$ cat src/rtl/dmac_arb_pkg.sv
package dmac_arb_pkg;
  typedef enum logic [1:0] {
    MODE_SINGLE = 2'b00,
    MODE_STEAL  = 2'b01,
    MODE_BURST  = 2'b10,
    MODE_BLOCK  = 2'b11
  } xfer_mode_e;

  typedef enum logic [1:0] {
    ST_IDLE,
    ST_REQ,
    ST_OWN,
    ST_DEAD
  } arb_state_e;

  // modes that keep the bus across unit boundaries
  function automatic logic holds_bus(xfer_mode_e m);
    return (m == MODE_BURST) || (m == MODE_BLOCK);
  endfunction
endpackage

$ cat src/rtl/dmac_prio_pick.sv
module dmac_prio_pick #(
  parameter int N = 4
) (
  input  logic [N-1:0] req_i,
  output logic [N-1:0] gnt_o,
  output logic         any_o
);
  logic [N:0] seen;
  assign seen[0] = 1'b0;

  // lowest index wins
  for (genvar i = 0; i < N; i++) begin : g_chain
    assign gnt_o[i]    = req_i[i] & ~seen[i];
    assign seen[i + 1] = seen[i] | req_i[i];
  end

  assign any_o = seen[N];
endmodule

$ cat src/rtl/dmac_mode_mux.sv
module dmac_mode_mux
  import dmac_arb_pkg::*;
#(
  parameter int NCH = 4
) (
  input  logic [NCH-1:0]   sel_i,
  input  logic [2*NCH-1:0] mode_i,
  output xfer_mode_e       mode_o
);
  logic [NCH-1:0][1:0] terms;

  for (genvar i = 0; i < NCH; i++) begin : g_term
    assign terms[i] = sel_i[i] ? mode_i[2*i +: 2] : 2'b00;
  end

  always_comb begin
    logic [1:0] acc;
    acc = 2'b00;
    for (int i = 0; i < NCH; i++) acc = acc | terms[i];
    mode_o = xfer_mode_e'(acc);
  end
endmodule

$ cat src/rtl/dmac_release_ctl.sv
module dmac_release_ctl
  import dmac_arb_pkg::*;
#(
  parameter int NCH        = 4,
  parameter int CH_PER_GRP = 2
) (
  input  logic [NCH-1:0] active_i,
  input  xfer_mode_e     act_mode_i,
  input  logic [NCH-1:0] req_i,
  input  logic           unit_done_i,
  input  logic           block_end_i,
  output logic           release_o,
  output logic           preempt_o
);
  localparam logic [NCH-1:0] G0_MASK = NCH'((1 << CH_PER_GRP) - 1);

  logic owned, owner_g1, g0_req, holds;

  assign owned    = |active_i;
  assign owner_g1 = |(active_i & ~G0_MASK);
  assign g0_req   = |(req_i & G0_MASK);
  assign holds    = holds_bus(act_mode_i);

  assign preempt_o = owned & unit_done_i & owner_g1 & holds & g0_req;
  assign release_o = owned & unit_done_i & (~holds | block_end_i | preempt_o);
endmodule

$ cat src/rtl/dmac_grp_arb.sv
module dmac_grp_arb
  import dmac_arb_pkg::*;
#(
  parameter int CH_PER_GRP = 2,
  parameter int N_GRP      = 2,
  parameter int NCH        = CH_PER_GRP * N_GRP
) (
  input  logic             clk_i,
  input  logic             rst_ni,
  input  logic [NCH-1:0]   req_i,
  input  logic [2*NCH-1:0] mode_i,
  input  logic             grant_i,
  input  logic             unit_done_i,
  input  logic             block_end_i,
  output logic             bus_req_o,
  output logic [NCH-1:0]   active_o,
  output logic             start_o,
  output logic             dead_o
);
  arb_state_e     state_q, state_d;
  logic [NCH-1:0] active_q, active_d;
  logic           start_q, start_d;

  logic [NCH-1:0] pick_gnt;
  logic           pick_any;
  xfer_mode_e     act_mode;
  logic           rel, preempt;

  dmac_prio_pick #(.N(NCH)) u_pick (
    .req_i (req_i),
    .gnt_o (pick_gnt),
    .any_o (pick_any)
  );

  dmac_mode_mux #(.NCH(NCH)) u_mux (
    .sel_i  (active_q),
    .mode_i (mode_i),
    .mode_o (act_mode)
  );

  dmac_release_ctl #(.NCH(NCH), .CH_PER_GRP(CH_PER_GRP)) u_rel (
    .active_i    (active_q),
    .act_mode_i  (act_mode),
    .req_i       (req_i),
    .unit_done_i (unit_done_i),
    .block_end_i (block_end_i),
    .release_o   (rel),
    .preempt_o   (preempt)
  );

  always_comb begin
    state_d  = state_q;
    active_d = active_q;
    start_d  = 1'b0;
    unique case (state_q)
      ST_IDLE: if (pick_any) state_d = ST_REQ;
      ST_REQ: begin
        if (!pick_any) begin
          state_d = ST_IDLE;
        end else if (grant_i) begin
          state_d  = ST_OWN;
          active_d = pick_gnt;
          start_d  = 1'b1;
        end
      end
      ST_OWN: begin
        if (rel) begin
          if (pick_any) begin
            // direct handover, bus kept
            active_d = pick_gnt;
            start_d  = 1'b1;
          end else begin
            active_d = '0;
            state_d  = ST_DEAD;
          end
        end
      end
      ST_DEAD: state_d = pick_any ? ST_REQ : ST_IDLE;
      default: state_d = ST_IDLE;
    endcase
  end

  always_ff @(posedge clk_i or negedge rst_ni) begin
    if (!rst_ni) begin
      state_q  <= ST_IDLE;
      active_q <= '0;
      start_q  <= 1'b0;
    end else begin
      state_q  <= state_d;
      active_q <= active_d;
      start_q  <= start_d;
    end
  end

  assign bus_req_o = (state_q == ST_REQ) || (state_q == ST_OWN);
  assign active_o  = active_q;
  assign start_o   = start_q;
  assign dead_o    = (state_q == ST_DEAD);
endmodule

$ cat config.mk
export PLATFORM = sky130hd
export DESIGN_NAME = dmac_grp_arb
export DESIGN_NICKNAME = d
export VERILOG_FILES = /design/src/rtl/dmac_arb_pkg.sv /design/src/rtl/dmac_prio_pick.sv /design/src/rtl/dmac_mode_mux.sv /design/src/rtl/dmac_release_ctl.sv /design/src/rtl/dmac_grp_arb.sv
export SDC_FILE = /design/constraint.sdc
export NUM_CORES = 1
export LEC_CHECK = 0
export BUFFER_PORTS_ARGS = -buffer_cell sky130_fd_sc_hd__clkbuf_2
export CORE_AREA = 8 8 45 47
export CTS_CLUSTER_SIZE = 25
export DETAILED_ROUTE_END_ITERATION = 6
export DIE_AREA = 0 0 53 55
export PLACE_DENSITY_LB_ADDON = 0.08
export SLEW_MARGIN = 20
export SYNTH_ARGS = -nofsm -noshare
export SYNTH_HDL_FRONTEND = slang
export SYNTH_SLANG_ARGS = --single-unit
$ cat constraint.sdc
create_clock -name clk_i -period 2 [get_ports clk_i]
set_clock_uncertainty 0.1 [all_clocks]
set_input_delay 0.2 -clock clk_i [delete_from_list [all_inputs] [get_ports clk_i]]
set_output_delay 0.2 -clock clk_i [all_outputs]
set_load 0.005 [all_outputs]
==> results of run 1 <==
[per-stage QoR]
step | hold slack, ps | instance area (um2) | utilization | cells
after floorplan | -195.6 | 493.0 | - | 46
after global placement | -61.33 | 630.6 | 0.4557 | 84
after detailed placement | -56.66 | 630.6 | 0.4557 | 84
after CTS | 189.0 | 666.9 | 0.4819 | 89
after global routing | 210.0 | 671.9 | 0.4855 | 89
final | 196.7 | 671.9 | 0.4855 | 89
[worst max-delay path, stage by stage, from the launching register on]
cell and delay, ps:
sky130_fd_sc_hd__dfrtp_1 420, sky130_fd_sc_hd__a22o_1 220, sky130_fd_sc_hd__a221oi_1 210, sky130_fd_sc_hd__o21ai_1 190, sky130_fd_sc_hd__nor3_2 230, sky130_fd_sc_hd__mux2_2 360
[worst max path at each step]
stage | start | endpoint | slack (ps)
global route | active_o[0]$_DFFE_PN0P_ | flop | 30
finish | active_o[1]$_DFFE_PN0P_ | flop | 160
CTS | active_o[1]$_DFFE_PN0P_ | flop | 120
detailed placement | active_o[0]$_DFFE_PN0P_ | flop | 140
floorplan | active_o[0]$_DFFE_PN0P_ | flop | 230
global placement | active_o[0]$_DFFE_PN0P_ | flop | 120
[kinds of logic (layout without fill, tap and decap cells)]
logic type	count (synthesis)	in the layout	share of synthesized area
adder cells (fa/ha/maj)	5	5	0.1269
flip-flops	7	7	0.3553
AND/OR/NAND/NOR	14	14	0.1752
multiplexers	5	5	0.1447
buffers and inverters	3	30	0.02284
AO/OA/AOI/OAI	12	12	0.1751
[layout by cell type (no fill, tap or decap), drive strengths merged, types with 2 or more instances in the layout]
cell,instances
a21oi,3
buf,3
clkbuf,23
dfrtp,7
ha,5
inv,3
mux2,5
nand2,3
nor3,2
o21ai,3
[repair_timing]
action | 4_1_cts | 5_1_grt
hold buffers | 1 | 0
endpoints found under the hold margin | 7 | 0
setup endpoints to repair | 0 | 1
resized for setup | 0 | 1
[power by group]
| part | switching [uW] | total (uW) | internal [uW] |
|---|---|---|---|
| Clock | 51.6 | 128 | 76.1 |
| Sequential | 64.0 | 269 | 205 |
| Combinational | 233 | 532 | 299 |
[layout make-up]
cell class | count | area share
well taps | 16 | 0.02980
clock buffers | 4 | 0.03911
inverters | 3 | 0.01676
multi-input cells | 36 | 0.4637
repair buffers | 23 | 0.1899
flip-flops and latches | 7 | 0.2607
[routing by layer]
metal | share of wire | up-vias | GRT usage
met5 | 0 | - | 0
met4 | 0.016 | 0 | 0.06466
met3 | 0.046 | 2 | 0.03476
met2 | 0.49 | 14 | 0.1680
met1 | 0.45 | 198 | 0.1002
li1 | - | 229 | -
==> impl_metrics.csv, run 1 <==
group,metric,value,unit
flow_run,maxCapViolations,0,
critical_path,critical_path.reg2reg.startpoint,"active_o[1]$_DFFE_PN0P_",
route,detailedRoute.firstPassIterationCount,4,
synthesis,synth_seq_area_share,0.3553,
clock_network,post_cts.repair.setup_buffers,0,
clock_network,clk_pin_slew,50,ps
sta,max_slew_margin,0.7319,
route,detail_route.wl_per_cell,13.26,um
synthesis,synth_enable_flop_cells,0,
critical_path,crit_path_required_time,2040,ps
critical_path,cp.arrival,1870,ps
cells_and_area,regArea,175.2,um2
critical_path,timing.reg2reg.worst_path_depth,5,
synthesis,mappedNetlistNets,68,
clock_network,tritoncts,"done",
synthesis,yosys-top-cells-count,"7 x sky130_fd_sc_hd__dfrtp_1, 5 x sky130_fd_sc_hd__ha_1, 4 x sky130_fd_sc_hd__mux2_4, 3 x sky130_fd_sc_hd__a21oi_1, 3 x sky130_fd_sc_hd__inv_1",
synthesis,yosysWarningCount,0,
route,via_count,443,
sta,rsz_0062_raised_after_global_routing,"no",
synthesis,yosysTopAreaCellShare,0.3553,
place,globalplace.congestion,0.7001,
clock_network,htree_levels,1,
sta,worst-slew-pin-transition,398.4,ps
pwr,post-layout-total-power,928.8,uW
route,drt_wl_total,1.180,mm
global_routing,number_of_antenna_violations_at_the_first_check_in_global_routing,0,
critical_path,worst-setup-path-type,"reg2reg",
synthesis,avgSynthCellArea,10.72,um2
global_routing,largest_net_degree_at_the_start_of_global_routing,8,
cells_and_area,multi_input_comb_area,311.5,um2
sta,setup_viol,0,
pwr,ir_drop,0.4964,mV
pwr,total_leakage_power,0.0003427,uW
synthesis,synth_area_leaders,"sky130_fd_sc_hd__dfrtp_1 36%, sky130_fd_sc_hd__ha_1 13%, sky130_fd_sc_hd__mux2_4 12%",
sta,hold_viol_final,0,
die,core.rowCount,14,
worst_hold_path,timing.hold.worst_path_depth,3,
clock_network,cts.sinks,7,
die,top_level_ports,24,
critical_path,start_kind,"flop",
cells_and_area,layout-drive-gt1-share,0.4658,
place,io_buffers,19,
die,core_area,0.001384,mm2
cells_and_area,diodes,0,
sta,finalCriticalPeriod,1837,ps
worst_hold_path,hp-start,"grant_i",
critical_path,rrSetupSlack,160,ps
pwr,power_density,1382,mW/mm2
synthesis,synth_ff_type,"sky130_fd_sc_hd__dfrtp_1",
global_routing,first_global_vias,507,
critical_path,path_max_fanout,4,
synthesis,ys_seq_elements,7,
place,hpwl,1.033,mm
synthesis,yosysMostFrequentCell,"sky130_fd_sc_hd__dfrtp_1",
sta,final_min_period_over_clock_period,0.9185,
die,floorplan.die.width,53,um
route,drt_drc_violations_left,0,
run_status,outcome,"finished clean",
global_routing,grt_overflow,0,
sta,layout_setup_ws,163.0,ps
cells_and_area,final_net_count,96,
synthesis,syn-instance-count,46,
worst_hold_path,worstHoldPathType,"in2reg",
die,design.die.area,0.002915,mm2
die,floorplan.initialDensity,0.3562,
synthesis,synth_cell_types,26,
global_routing,globalRouteTotalUtil,0.09830,
route,drtIter0Drc,3,
clock_network,clk_path_buf_depth,2,
route,via_per_inst,4.978,
synthesis,synthArstFlopShare,1.000,
critical_path,end_kind,"flop",
place,post-place-ws,136.6,ps
synthesis,synth_area,493.0,um2
die,die_height,55,um
worst_hold_path,hold-path-endpoint,"start_o$_DFF_PN0_",
sta,maxClockFrequency,544.4,MHz
clock_network,numCtsBuffers,3,
sta,report.final.slew_viol_count,0,
clock_network,ctsRootBufferMaster,"sky130_fd_sc_hd__clkbuf_4",
route,detail-route-antenna-nets,0,
global_routing,grt_pass1_wl,2.097,mm
sta,fin_setup_tns,0,ps
cells_and_area,areaGrowthSynthToFinish,36.29,%
clock_network,clkLatencyLatePin,250,ps
cells_and_area,count_of_filler_cells_inserted_in_the_layout,137,
synthesis,synth_top_area_cell,"sky130_fd_sc_hd__dfrtp_1",
No activity file was read; power rests on OpenSTA's default activity.
==> run 2, diff against run 1 <==
RECOVER_POWER = 50   (was default)
==> run 2 against run 1 <==
Largest power group unchanged. Highest routed layer unchanged. Non-clock buffer count unchanged. Via count stayed put. Clock-buffer cell count is the same. Worst hold slack is essentially flat. Combinational power down 1%. Largest cell class unchanged. Utilization shrank 0.36 points. Clock power is essentially flat. Final cell count did not move.
==> impl_metrics.csv, run 2 (synthesis results as in run 1) <==
group,metric,value,unit
run_status,outcome,"finished clean",
critical_path,worst_path_max_delay_cell,"sky130_fd_sc_hd__dfrtp_1",
die,core_area,0.001384,mm2
place,globalplace.congestion,0.7001,
sta,max_slew_margin,0.7319,
sta,final_min_period_over_clock_period,0.9181,
sta,hold_viol_final,0,
clock_network,clk_path_buf_depth,2,
place,io_buffers,19,
place,placed_cell_area,630.6,um2
die,core.rowCount,14,
die,top_level_ports,24,
flow_run,maxCapViolations,0,
die,die_height,55,um
clock_network,htree_levels,1,
global_routing,largest_net_degree_at_the_start_of_global_routing,8,
pwr,total_leakage_power,0.0003303,uW
pwr,ir_drop,0.4838,mV
cells_and_area,areaGrowthSynthToFinish,35.28,%
critical_path,crit_path_required_time,2040,ps
critical_path,start_kind,"flop",
critical_path,worst-setup-path-type,"reg2reg",
clock_network,numCtsBuffers,3,
global_routing,globalRouteTotalUtil,0.09830,
sta,holdWs,196.7,ps
cells_and_area,count_of_filler_cells_inserted_in_the_layout,139,
clock_network,ctsRootBufferMaster,"sky130_fd_sc_hd__clkbuf_4",
cells_and_area,stdcell_area,666.9,um2
route,drt_drc_violations_left,0,
global_routing,first_global_vias,507,
sta,fin_setup_tns,0,ps
cells_and_area,layout-drive-gt1-share,0.4110,
sta,maxClockFrequency,544.6,MHz
cells_and_area,most_common_cell_after_layout_fill_and_taps_aside,"sky130_fd_sc_hd__clkbuf_2",
critical_path,path_cells,"a22o_1 > a221oi_1 > o21ai_1 > nor3_2 > mux2_2",
critical_path,end_kind,"flop",
route,via_per_inst,4.978,
sta,report.final.slew_viol_count,0,
clock_network,tritoncts,"done",
cells_and_area,layout_common_cells,"15 x sky130_fd_sc_hd__clkbuf_2, 7 x sky130_fd_sc_hd__dfrtp_1, 5 x sky130_fd_sc_hd__ha_1, 5 x sky130_fd_sc_hd__clkbuf_1, 4 x sky130_fd_sc_hd__mux2_4",
route,detail_route.wl_per_cell,13.26,um
sta,finalCriticalPeriod,1836,ps
global_routing,grt_pass1_wl,2.097,mm
critical_path,critical_path.n_buffers_inverters,0,
sta,worst-slew-pin-transition,398.4,ps
global_routing,grt_overflow,0,
critical_path,worst_path_largest_cell_delay,420,ps
route,via_count,443,
critical_path,cpLargestDelayFamily,"compound AO/OA/AOI/OAI gates",
route,drt_wl_total,1.180,mm
clock_network,clkLatencyLatePin,250,ps
clock_network,clk_pin_slew,50,ps
sta,layout_setup_ws,163.8,ps
place,hpwl,1.033,mm
sta,rsz_0062_raised_after_global_routing,"no",
worst_hold_path,worstHoldPathType,"in2reg",
route,detailedRoute.firstPassIterationCount,4,
clock_network,cts.sinks,7,
route,detail-route-antenna-nets,0,
place,post-place-ws,136.6,ps
cells_and_area,diodes,0,
critical_path,rrSetupSlack,160,ps
die,floorplan.die.width,53,um
die,design.die.area,0.002915,mm2
sta,setup_viol,0,
pwr,power_density,1382,mW/mm2
global_routing,number_of_antenna_violations_at_the_first_check_in_global_routing,0,
cells_and_area,final_net_count,96,
critical_path,path_max_fanout,4,
route,drtIter0Drc,3,
critical_path,cp.arrival,1870,ps
die,floorplan.initialDensity,0.3562,
[run 2: final cells by class]
type	instances	area (um2)	share of cell area
timing repair buffer	23	122.6	0.1839
multi-input combinational	36	311.5	0.4672
inverter	3	11.26	0.01689
tap	16	20.02	0.03002
sequential	7	175.2	0.2627
clock buffer	4	26.28	0.03940
[run 2: power breakdown]
part | switching [uW] | total (uW) | internal (uW)
Combinational | 233 | 525 | 292
Clock | 51.6 | 128 | 76.1
Sequential | 63.7 | 269 | 205
Total | 348 | 922 | 574
[run 2: worst paths after layout]
kind	startpoint	endpoint	cells past startpoint
worst min register to register	active_o[0]$_DFFE_PN0P_	active_o[0]$_DFFE_PN0P_	1
worst max-delay path	active_o[1]$_DFFE_PN0P_	flop	5
worst min-delay path	grant_i	start_o$_DFF_PN0_	3
min in group asynchronous	rst_ni	async pin	2
max in group asynchronous	rst_ni	state_q[0]$_DFFE_PN0P_	2
worst max register to register	active_o[1]$_DFFE_PN0P_	flop	5
[run 2: routing by layer]
metal | vias up | share of wire | track usage
met5 | - | 0 | 0
met3 | 2 | 0.047 | 0.03476
li1 | 229 | - | -
met1 | 198 | 0.45 | 0.1002
met4 | 0 | 0.016 | 0.06466
met2 | 14 | 0.49 | 0.1680
[run 2: worst min-delay path, cell delays in order]
cell	delay (ps)
sky130_fd_sc_hd__clkbuf_2	100
sky130_fd_sc_hd__o21ai_0	150
sky130_fd_sc_hd__nor3_1	60
[run 2: through the flow]
step / utilization / power [uW] / instances
2_1_floorplan: - / 618.3 / 46
3_3_place_gp: 0.4557 / 803.1 / 84
3_5_place_dp: 0.4557 / 809.1 / 84
4_1_cts: 0.4819 / 936.9 / 89
5_1_grt: 0.4819 / 1020 / 89
6_report: 0.4819 / 921.8 / 89
[run 2: repair_timing]
item	CTS	global route
hold endpoints to repair	7	0
setup buffers	0	0
hold buffers	1	0
endpoints found under the setup margin	0	1
resized for setup	0	1
